--- config.mk ---
export PLATFORM = sky130hd
export DESIGN_NAME = ctx_save_seq
export DESIGN_NICKNAME = d
export VERILOG_FILES = /design/src/rtl/ctxsave_pkg.sv /design/src/rtl/ctx_snapshot.sv /design/src/rtl/ctx_sp_track.sv /design/src/rtl/ctx_seq_ctrl.sv /design/src/rtl/ctx_save_seq.sv
export SDC_FILE = /design/constraint.sdc
export NUM_CORES = 1
export LEC_CHECK = 0
export BUFFER_PORTS_ARGS = -buffer_cell sky130_fd_sc_hd__clkbuf_2
export CAP_MARGIN = 5
export CORE_ASPECT_RATIO = 1.2
export CORE_UTILIZATION = 25
export DETAILED_ROUTE_END_ITERATION = 6
export GPL_TIMING_DRIVEN = 1
export SYNTH_ARGS = -nofsm -noshare
export SYNTH_HDL_FRONTEND = slang
export SYNTH_SLANG_ARGS = --single-unit
--- constraint.sdc ---
create_clock -name clk -period 6.7 [get_ports clk]
set_clock_uncertainty 0.15 [all_clocks]
set_input_delay 1.34 -clock clk [delete_from_list [all_inputs] [get_ports clk]]
set_output_delay 1.34 -clock clk [all_outputs]
set_load 0.1 [all_outputs]
--- src/rtl/ctxsave_pkg.sv ---
package ctxsave_pkg;

    localparam int DW    = 16;
    localparam int SAW   = 16;
    localparam int PCW   = 22;
    localparam int VNW   = 5;
    localparam int NPAIR = 7;
    localparam int IDXW  = $clog2(NPAIR);
    localparam int FLAGN = 5;

    typedef enum logic [2:0] {
        ST_IDLE,
        ST_FETCH,
        ST_VWAIT,
        ST_SAVE,
        ST_FLAGS,
        ST_JUMP
    } seq_state_e;

    typedef struct packed {
        logic [DW-1:0] hi;
        logic [DW-1:0] lo;
    } word_pair_t;

    typedef struct packed {
        logic [DW-1:0] mtmp;
        logic [DW-1:0] stat0;
        logic [DW-1:0] acch;
        logic [DW-1:0] accl;
        logic [DW-1:0] prdh;
        logic [DW-1:0] prdl;
        logic [DW-1:0] aux0;
        logic [DW-1:0] aux1;
        logic [DW-1:0] page;
        logic [DW-1:0] stat1;
        logic [DW-1:0] dbgs;
        logic [DW-1:0] ien;
    } core_regs_t;

    typedef struct packed {
        logic set_irq_mask;
        logic set_dbg_mask;
        logic clr_prot_wr;
        logic clr_loop;
        logic clr_idle;
    } flag_upd_t;

    // Pair k of the push order; the return address goes last.
    function automatic word_pair_t pick_pair(input core_regs_t r,
                                             input logic [PCW-1:0] ret,
                                             input int k);
        word_pair_t p;
        logic [2*DW-1:0] rw;
        rw = {{(2*DW-PCW){1'b0}}, ret};
        case (k)
            0:       p = '{hi: r.mtmp, lo: r.stat0};
            1:       p = '{hi: r.acch, lo: r.accl};
            2:       p = '{hi: r.prdh, lo: r.prdl};
            3:       p = '{hi: r.aux1, lo: r.aux0};
            4:       p = '{hi: r.page, lo: r.stat1};
            5:       p = '{hi: r.dbgs, lo: r.ien};
            default: p = '{hi: rw[2*DW-1:DW], lo: rw[DW-1:0]};
        endcase
        return p;
    endfunction

    function automatic logic [PCW-1:0] vec_entry_addr(input logic [PCW-1:0] base,
                                                      input logic [VNW-1:0] vn);
        return base + PCW'({vn, 1'b0});
    endfunction

endpackage

--- src/rtl/ctx_snapshot.sv ---
module ctx_snapshot
    import ctxsave_pkg::*;
(
    input  logic                   clk,
    input  logic                   rst,
    input  logic                   load,
    input  core_regs_t             regs_in,
    input  logic [PCW-1:0]         trap_pc,
    input  logic [IDXW-1:0]        idx,
    output word_pair_t             pair_out
);
    core_regs_t     regs_q;
    logic [PCW-1:0] ret_q;
    word_pair_t     pairs [NPAIR];

    always_ff @(posedge clk) begin
        if (rst) begin
            regs_q <= '0;
            ret_q  <= '0;
        end else if (load) begin
            regs_q <= regs_in;
            ret_q  <= trap_pc + PCW'(1);
        end
    end

    for (genvar k = 0; k < NPAIR; k++) begin : g_pair
        assign pairs[k] = pick_pair(regs_q, ret_q, k);
    end

    always_comb begin
        pair_out = pairs[NPAIR-1];
        for (int k = 0; k < NPAIR; k++) begin
            if (idx == IDXW'(k)) pair_out = pairs[k];
        end
    end
endmodule

--- src/rtl/ctx_sp_track.sv ---
module ctx_sp_track
    import ctxsave_pkg::*;
(
    input  logic           clk,
    input  logic           rst,
    input  logic           init,
    input  logic           step,
    input  logic [SAW-1:0] sp_in,
    output logic [SAW-1:0] sp_cur,
    output logic [SAW-1:0] wr_addr
);
    always_ff @(posedge clk) begin
        if (rst)       sp_cur <= '0;
        else if (init) sp_cur <= sp_in + SAW'(1);
        else if (step) sp_cur <= sp_cur + SAW'(2);
    end

    // 32-bit accesses ignore the stack pointer's low bit.
    assign wr_addr = {sp_cur[SAW-1:1], 1'b0};

    p_addr_step_r3: assert property (@(posedge clk) disable iff (rst)
        step |=> wr_addr == $past(wr_addr) + SAW'(2));
endmodule

--- src/rtl/ctx_seq_ctrl.sv ---
module ctx_seq_ctrl
    import ctxsave_pkg::*;
(
    input  logic            clk,
    input  logic            rst,
    input  logic            trap_req,
    input  logic            mem_rdy,
    output seq_state_e      state,
    output logic [IDXW-1:0] idx,
    output logic            accept,
    output logic            step
);
    localparam logic [IDXW-1:0] LAST = IDXW'(NPAIR - 1);

    logic last_ok;

    assign accept  = (state == ST_IDLE) && trap_req;
    assign last_ok = (state == ST_SAVE) && mem_rdy && (idx == LAST);
    assign step    = (state == ST_SAVE) && mem_rdy && (idx != LAST);

    always_ff @(posedge clk) begin
        if (rst) begin
            state <= ST_IDLE;
            idx   <= '0;
        end else begin
            case (state)
                ST_IDLE:  if (trap_req) state <= ST_FETCH;
                ST_FETCH: state <= ST_VWAIT;
                ST_VWAIT: begin
                    state <= ST_SAVE;
                    idx   <= '0;
                end
                ST_SAVE: begin
                    if (last_ok)   state <= ST_FLAGS;
                    else if (step) idx   <= idx + IDXW'(1);
                end
                ST_FLAGS: state <= ST_JUMP;
                default:  state <= ST_IDLE;
            endcase
        end
    end

    p_flags_after_last_r7: assert property (@(posedge clk) disable iff (rst)
        (state == ST_FLAGS) |-> $past(state == ST_SAVE && mem_rdy));
endmodule

--- src/rtl/ctx_save_seq.sv ---
module ctx_save_seq
    import ctxsave_pkg::*;
#(
    parameter logic [PCW-1:0] VEC_BASE = 22'h000D00
) (
    input  logic            clk,
    input  logic            rst,
    input  logic            trap_req,
    input  logic [4:0]      trap_vec,
    input  logic [21:0]     trap_pc,
    input  logic [15:0]     ctx_mtmp,
    input  logic [15:0]     ctx_stat0,
    input  logic [15:0]     ctx_acch,
    input  logic [15:0]     ctx_accl,
    input  logic [15:0]     ctx_prdh,
    input  logic [15:0]     ctx_prdl,
    input  logic [15:0]     ctx_aux0,
    input  logic [15:0]     ctx_aux1,
    input  logic [15:0]     ctx_page,
    input  logic [15:0]     ctx_stat1,
    input  logic [15:0]     ctx_dbgs,
    input  logic [15:0]     ctx_ien,
    input  logic [15:0]     sp_in,
    output logic            vec_rd_en,
    output logic [21:0]     vec_addr,
    input  logic [21:0]     vec_rd_data,
    output logic            mem_wr_en,
    output logic [15:0]     mem_wr_addr,
    output logic [31:0]     mem_wr_data,
    input  logic            mem_rdy,
    output logic [15:0]     sp_out,
    output logic            sp_wr,
    output logic [21:0]     pc_out,
    output logic            pc_load,
    output logic            flush,
    output logic            rpt_clr,
    output logic            set_irq_mask,
    output logic            set_dbg_mask,
    output logic            clr_prot_wr,
    output logic            clr_loop,
    output logic            clr_idle,
    output logic            busy,
    output logic            done
);
    seq_state_e      state;
    logic [IDXW-1:0] idx;
    logic            accept, step;
    core_regs_t      regs_in;
    word_pair_t      pair;
    logic [VNW-1:0]  vn_q;
    logic [PCW-1:0]  vec_q;
    flag_upd_t       fl;

    assign regs_in = '{mtmp: ctx_mtmp, stat0: ctx_stat0, acch: ctx_acch,
                       accl: ctx_accl, prdh: ctx_prdh, prdl: ctx_prdl,
                       aux0: ctx_aux0, aux1: ctx_aux1, page: ctx_page,
                       stat1: ctx_stat1, dbgs: ctx_dbgs, ien: ctx_ien};

    ctx_seq_ctrl u_ctrl (
        .clk(clk), .rst(rst), .trap_req(trap_req), .mem_rdy(mem_rdy),
        .state(state), .idx(idx), .accept(accept), .step(step)
    );

    ctx_snapshot u_snap (
        .clk(clk), .rst(rst), .load(accept), .regs_in(regs_in),
        .trap_pc(trap_pc), .idx(idx), .pair_out(pair)
    );

    ctx_sp_track u_sp (
        .clk(clk), .rst(rst), .init(accept), .step(step), .sp_in(sp_in),
        .sp_cur(sp_out), .wr_addr(mem_wr_addr)
    );

    always_ff @(posedge clk) begin
        if (rst) begin
            vn_q  <= '0;
            vec_q <= '0;
        end else begin
            if (accept)              vn_q  <= trap_vec;
            if (state == ST_VWAIT)   vec_q <= vec_rd_data;
        end
    end

    always_comb begin
        fl = '0;
        if (state == ST_FLAGS) fl = '1;
    end

    assign vec_rd_en    = (state == ST_FETCH);
    assign vec_addr     = vec_entry_addr(VEC_BASE, vn_q);
    assign flush        = (state == ST_FETCH);
    assign rpt_clr      = (state == ST_FETCH);
    assign mem_wr_en    = (state == ST_SAVE);
    assign mem_wr_data  = pair;
    assign sp_wr        = (state == ST_FLAGS);
    assign set_irq_mask = fl.set_irq_mask;
    assign set_dbg_mask = fl.set_dbg_mask;
    assign clr_prot_wr  = fl.clr_prot_wr;
    assign clr_loop     = fl.clr_loop;
    assign clr_idle     = fl.clr_idle;
    assign pc_load      = (state == ST_JUMP);
    assign done         = (state == ST_JUMP);
    assign pc_out       = vec_q;
    assign busy         = (state != ST_IDLE);

    p_flush_on_start_r1: assert property (@(posedge clk) disable iff (rst)
        $rose(busy) |-> flush && vec_rd_en);

    p_wr_hold_r6: assert property (@(posedge clk) disable iff (rst)
        (mem_wr_en && !mem_rdy) |=> mem_wr_en && $stable(mem_wr_addr) && $stable(mem_wr_data));

    p_pc_after_flags_r8: assert property (@(posedge clk) disable iff (rst)
        set_irq_mask |=> pc_load && done && !set_irq_mask);

    p_single_flush_r10: assert property (@(posedge clk) disable iff (rst)
        flush |=> !flush);
endmodule

==> results of run 1 <==
## synth_stat cells, drive strengths merged, types with 12 or more instances
| library cell | instances |
|---|---|
| a211oi | 34 |
| a21oi | 310 |
| a31oi | 36 |
| buf | 78 |
| clkbuf | 105 |
| dfxtp | 263 |
| inv | 36 |
| nand2 | 515 |
| nand3 | 17 |
| nand4 | 12 |
| nor2 | 71 |
| nor2b | 23 |
| o21ai | 25 |
| o22a | 21 |
| o22ai | 42 |
| or3b | 21 |
| xnor2 | 29 |
| xor2 | 13 |
## worst max-delay path: stages (launching register included)
cell and delay, ps:
sky130_fd_sc_hd__dfxtp_1 340, sky130_fd_sc_hd__ha_1 230, sky130_fd_sc_hd__ha_1 180, sky130_fd_sc_hd__buf_4 270
sky130_fd_sc_hd__inv_2 780, sky130_fd_sc_hd__o22ai_1 170, sky130_fd_sc_hd__o22a_1 260, sky130_fd_sc_hd__a21oi_1 290
sky130_fd_sc_hd__clkbuf_2 520
## flip-flops by register name, summed over array words and instances, names as in the netlist
name / flops
u_ctrl.state: 3
u_snap.ret_q: 22
u_sp.sp_cur: 16
u_snap.pairs: 192
u_ctrl.idx: 3
pc_out: 22
vn_q: 5
## cell type report
cell class / instances / area (sq um) / area share, %
Tap cell: 644 / 806 / 5.10
Inverter: 36 / 135 / 0.855
Clock inverter: 15 / 210 / 1.33
Multi-Input combinational cell: 1277 / 6580 / 41.7
Clock buffer: 38 / 830 / 5.25
Timing Repair Buffer: 377 / 1970 / 12.5
Sequential cell: 263 / 5270 / 33.3
Antenna cell: 1 / 2.50 / 0.0158
## through the flow
stage                     power (uW)  instance area (sq um)  util, %
after detailed placement        2770                  14800     29.2
after global placement          2760                  14800     29.2
after global routing            4670                  15800     31.3
final                           4480                  15800     31.3
after CTS                       4540                  15800     31.3
after floorplan                 2510                  12800        -
## report_power, final
group          leakage, uW  switching [uW]  internal, uW  total [uW]
Sequential         0.00216            86.6          1670        1760
Clock             0.000517             692          1060        1750
Combinational      0.00385             739           230         970
Total              0.00652            1520          2970        4480
## metal layers
| metal | up-vias | part of all wire [%] | GRT usage (%) |
|---|---|---|---|
| met5 | - | 0.027 | 0 |
| li1 | 6319 | - | - |
| met1 | 6099 | 46 | 24.3 |
| met3 | 67 | 5.6 | 2.87 |
| met2 | 381 | 46 | 29.3 |
| met4 | 2 | 2.7 | 5.69 |
## cell families after synthesis
group	Yosys count
AND/OR/NAND/NOR	712
adder cells (fa/ha/maj)	8
AO/OA/AOI/OAI	495
flip-flops	263
buffers and inverters	219
XOR/XNOR	42
other	2
multiplexers	2
## path summary, 6_finish.rpt
check,cells past startpoint,from,to,slack (ps)
worst min register to register,2,u_snap.pairs[210]$_SDFFE_PP0P_,u_snap.pairs[210]$_SDFFE_PP0P_,300
worst max register to register,6,u_ctrl.state[0]$_SDFFE_PP0P_,u_sp.sp_cur[8]$_SDFFE_PP0P_,3510
worst min-delay path,2,u_snap.pairs[210]$_SDFFE_PP0P_,u_snap.pairs[210]$_SDFFE_PP0P_,300
worst max-delay path,8,u_ctrl.idx[0]$_SDFFE_PP0P_,mem_wr_data[0],1570
==> flow_metrics.py, run 1 <==
metrics = {
    "status": {
        "run_status": "complete, no violations",
    },
    "power_and_ir_drop": {
        "p_leak_uw": 0.00652,
        "worst_ir_drop_vdd_uv": 163,
        "p_per_area_nw_per_um2": 284,
    },
    "synth": {
        "leading_cell_types_by_total_area_after_synthesis": "sky130_fd_sc_hd__dfxtp_1 (41%), sky130_fd_sc_hd__nand2_1 (15%), sky130_fd_sc_hd__a21oi_1 (12%)",
        "synthDominantAreaCellType": "sky130_fd_sc_hd__dfxtp_1",
        "synth_top_area_share_pct": 41.2,
        "synth_sequential_area_ratio_pct": 41.2,
        "post_synth.cell_area_avg_sq_um": 7.34,
        "post_synth_mux_area_share_pct": 0.166,
        "ys_async_sr_fraction_pct": 0,
        "synthDistinctLibCells": 60,
        "synth-compound-area-share_pct": 22.3,
        "synth_warnings": 0,
        "synthesis.area_sq_um": 12800,
        "post_synth_xor_area_fraction_pct": 2.88,
        "synth_top_family_by_area": "simple AND/OR/NAND/NOR gates",
        "synth_seq_cells": 263,
        "synth_edf_count": 0,
        "main_flop_type_after_synthesis": "sky130_fd_sc_hd__dfxtp_1",
        "post_synth_fa_ha_maj_area_fraction_pct": 0.783,
        "synthSimpleGateAreaFrac_pct": 24.5,
        "syn-instance-count": 1743,
    },
    "placed_design": {
        "placedCellCount": 2597,
        "place_worst_setup_slack_ps": 2180,
        "gp_routability_congestion": 0.890,
        "dp_hpwl_um": 35600,
        "io_buffers": 363,
    },
    "clock_network": {
        "cts_max_path_buffers": 3,
        "cts.sink_count": 263,
        "post_cts_resized": 0,
        "hold_buffers": 0,
        "cts_tree": "built",
        "cts-htree-levels": 1,
        "insertion_delay_ps": 560,
        "cts_buffers": 29,
        "clk_pin_slew_worst_paths_ps": 60,
        "ctsRootBufferMaster": "sky130_fd_sc_hd__clkbuf_16",
        "cts_post_setup_buffers_inserted": 0,
    },
    "layout": {
        "fin_cells": 2651,
        "most-common-layout-cells": "sky130_fd_sc_hd__nand2_1 (513), sky130_fd_sc_hd__clkbuf_2 (362), sky130_fd_sc_hd__a21oi_1 (310)",
        "mostFrequentLayoutCell": "sky130_fd_sc_hd__nand2_1",
        "synthToLayoutAreaGrowth_pct": 23.5,
        "n_fill_cell": 5469,
        "final_layout_size_suffix_gt1_share_pct": 24.0,
        "design.final.nets": 2253,
    },
    "detailed_routing": {
        "num_vias": 12900,
        "detail_routed_via_count_per_cell": 4.85,
        "wire_per_inst_um": 18.3,
        "route.antenna.remaining_nets": 0,
        "detail_route.wirelength_um": 48500,
        "drcViolationCount": 0,
        "detail_route.first_pass.iterations": 5,
        "first_iter_violations": 801,
    },
    "grt": {
        "first_global_vias": 12400,
        "globalRouteOverflowTotal": 0,
        "grt_util_all_layers_pct": 18.0,
        "maximum_number_of_pins_on_one_net_before_global_route_repair": 153,
        "grt_antenna_before_repair": 3,
        "first_pass_grt_wire_length_um": 73600,
    },
    "worst_setup_path": {
        "worst_setup_start_kind": "flip-flop",
        "crit_path_end_kind": "primary output",
        "data_required_time_of_the_critical_path_ps": 5210,
        "critical_path.max_fanout": 54,
        "timing.critical_path.arrival_ps": 3640,
        "path_class": "reg2out",
    },
    "floorplanning": {
        "ioPinCount": 382,
        "num_rows": 90,
        "die-height_um": 250,
        "initial_core_utilization_pct": 25.3,
        "floorplan.die_area_sq_um": 52100,
        "die_w_um": 208,
        "core_ar_sq_um": 50400,
    },
    "timing": {
        "whs_ps": 303,
        "post-route-period-util_pct": 76.5,
        "rsz0062_at_grt": "false",
        "maxSlewViolCount": 0,
        "setup_ws_ps": 1570,
        "timing_worst_slew_pin_value_ps": 1200,
        "worst_slew_margin_rel_pct": 19.8,
        "final-setup-viol-count": 0,
        "finalSetupTns_ps": 0,
        "timing.fmax_mhz": 195,
        "period_minus_slack_ps": 5130,
        "hold_vio_cnt_final": 0,
    },
    "hold_path": {
        "worst_hold_path_type": "reg2reg",
    },
    "flow_run": {
        "max-cap-violations": 0,
    },
}
No activity file was read; power rests on OpenSTA's default activity.
==> run 2, diff against run 1 <==
==> constraint.sdc (replaced) <==
create_clock -name clk -period 5.1 [get_ports clk]
set_clock_uncertainty 0.15 [all_clocks]
set_input_delay 1.02 -clock clk [delete_from_list [all_inputs] [get_ports clk]]
set_output_delay 1.02 -clock clk [all_outputs]
set_load 0.1 [all_outputs]
==> flow_metrics.py, run 2 (synthesized netlist as in run 1, its figures left out) <==
metrics = {
    "clock_network": {
        "clk_pin_slew_worst_paths_ps": 60,
        "cts-htree-levels": 2,
        "cts_tree": "built",
        "insertion_delay_ps": 530,
        "cts_max_path_buffers": 3,
        "cts_buffers": 34,
        "post_cts_resized": 0,
        "ctsRootBufferMaster": "sky130_fd_sc_hd__clkbuf_16",
        "cts.sink_count": 263,
        "hold_buffers": 0,
        "cts_post_setup_buffers_inserted": 0,
    },
    "detailed_routing": {
        "detail_routed_via_count_per_cell": 4.88,
        "first_iter_violations": 949,
        "wire_per_inst_um": 18.4,
        "num_vias": 13000,
        "detail_route.wirelength_um": 49200,
        "detail_route.first_pass.iterations": 5,
        "drcViolationCount": 0,
        "route.antenna.remaining_nets": 0,
    },
    "grt": {
        "globalRouteMet2Util_pct": 29.1,
        "grtUsageMet3_pct": 4.54,
        "grt_antenna_before_repair": 9,
        "globalRouteOverflowTotal": 0,
        "first_global_vias": 12400,
        "grt_util_all_layers_pct": 18.3,
        "met1_usage_pct": 23.9,
        "maximum_number_of_pins_on_one_net_before_global_route_repair": 134,
        "first_pass_grt_wire_length_um": 73600,
        "grt.busiest_layer": "met2",
    },
    "layout": {
        "multiInputGateArea_sq_um": 6580,
        "design.final.nets": 2268,
        "synthToLayoutAreaGrowth_pct": 28.1,
        "largest_register_ffs": 192,
        "n_fill_cell": 5435,
        "mostFrequentLayoutCell": "sky130_fd_sc_hd__nand2_1",
        "final_layout_size_suffix_gt1_share_pct": 24.6,
        "seq_area_sq_um": 5270,
        "most-common-layout-cells": "sky130_fd_sc_hd__nand2_1 (513), sky130_fd_sc_hd__clkbuf_2 (338), sky130_fd_sc_hd__a21oi_1 (310)",
        "final_area_sq_um": 16400,
    },
    "status": {
        "run_status": "complete, no violations",
    },
    "worst_setup_path": {
        "critical_path.max_fanout": 14,
        "data_required_time_of_the_critical_path_ps": 3930,
        "path_class": "reg2out",
        "worst_setup_start_kind": "flip-flop",
        "regToRegSetupSlack_ps": 2260,
        "timing.reg2reg.worst_path_depth": 6,
        "crit_slowest_cell": "sky130_fd_sc_hd__nor2_2",
        "crit_path_end_kind": "primary output",
        "cp.buffers_inverters": 3,
        "regToRegStartpoint": "u_ctrl.state[0]$_SDFFE_PP0P_",
        "timing.critical_path.cells": "inv_1 > ha_2 > nor2_1 > nor2_2 > buf_4 > o22ai_1 > o22a_1 > a21oi_1 > buf_12",
        "timing.critical_path.arrival_ps": 3180,
        "critical-path-max-stage-delay_ps": 570,
        "worst_r2r_endpoint": "u_sp.sp_cur[8]$_SDFFE_PP0P_",
        "worst_path_dominant_cell_family": "simple AND/OR/NAND/NOR gates",
    },
    "floorplanning": {
        "die_w_um": 208,
        "ioPinCount": 382,
        "num_rows": 90,
        "floorplan.die_area_sq_um": 52100,
        "core_ar_sq_um": 50400,
        "initial_core_utilization_pct": 25.3,
        "die-height_um": 250,
    },
    "placed_design": {
        "placed_area_sq_um": 15200,
        "io_buffers": 363,
        "dp_hpwl_um": 36500,
        "gp_routability_congestion": 0.876,
    },
    "hold_path": {
        "hold_path.startpoint": "u_snap.pairs[203]$_SDFFE_PP0P_",
        "holdPathEnd": "u_snap.pairs[203]$_SDFFE_PP0P_",
        "worst_hold_path_type": "reg2reg",
        "min_delay_path_depth": 2,
    },
    "timing": {
        "post-route-period-util_pct": 85.4,
        "rsz0062_at_grt": "false",
        "finalSetupTns_ps": 0,
        "timing.fmax_mhz": 230,
        "whs_ps": 300,
        "maxSlewViolCount": 0,
        "hold_vio_cnt_final": 0,
        "final-setup-viol-count": 0,
        "timing_worst_slew_pin_value_ps": 1160,
        "worst_slew_margin_rel_pct": 22.8,
        "period_minus_slack_ps": 4350,
    },
    "power_and_ir_drop": {
        "worst_ir_drop_vdd_uv": 207,
        "p_per_area_nw_per_um2": 376,
        "p_leak_uw": 0.00673,
    },
    "flow_run": {
        "max-cap-violations": 0,
    },
}
[run 2: per-layer routing]
layer	part of all wire [%]	wire length [um]
met4	2.6	1300
met1	45	21900
met3	6.5	3180
met2	46	22700
met5	0.089	44
[run 2: worst max-delay path by stage]
| stage | startpoint | end | slack, ps | depth (start not counted) |
|---|---|---|---|---|
| after global routing | u_ctrl.idx[1]$_SDFFE_PP0P_ | mem_wr_data[27] | 520 | 7 |
| final | u_ctrl.idx[0]$_SDFFE_PP0P_ | mem_wr_data[3] | 750 | 9 |
| after floorplan | u_ctrl.idx[2]$_SDFFE_PP0P_ | mem_wr_data[22] | 60 | 11 |
| after global placement | u_ctrl.idx[0]$_SDFFE_PP0P_ | mem_wr_data[2] | 1370 | 9 |
| after CTS | u_ctrl.idx[0]$_SDFFE_PP0P_ | mem_wr_data[2] | 710 | 9 |
| after detailed placement | u_ctrl.idx[0]$_SDFFE_PP0P_ | mem_wr_data[2] | 1320 | 9 |
[run 2: metrics by stage]
step / setup WS (ps) / utilization [%] / power (uW) / instances
finish: 745 / 32.5 / 6160 / 2674
global route: 521 / 32.5 / 6410 / 2674
CTS: 708 / 32.4 / 6230 / 2668
detailed placement: 1320 / 30.1 / 3720 / 2606
global placement: 1370 / 30.1 / 3710 / 2606
floorplan: 62.9 / - / 3300 / 1759
[run 2: tightest hold or removal path, cell delays in order (launching register included)]
cell and delay (ps):
sky130_fd_sc_hd__dfxtp_1 300, sky130_fd_sc_hd__nand2_1 50, sky130_fd_sc_hd__a21oi_1 50
[run 2: final cells by class]
type | instances | area share [%]
Sequential cell | 263 | 32.2
Antenna cell | 5 | 0.0764
Timing Repair Buffer | 387 | 14.7
Clock buffer | 49 | 6.54
Clock inverter | 13 | 0.604
Multi-Input combinational cell | 1277 | 40.2
Inverter | 36 | 0.825
Tap cell | 644 | 4.92
[run 2: power breakdown]
part	switching [uW]	internal, uW
logic	987	371
clock network	968	1510
registers	115	2200
total	2070	4090
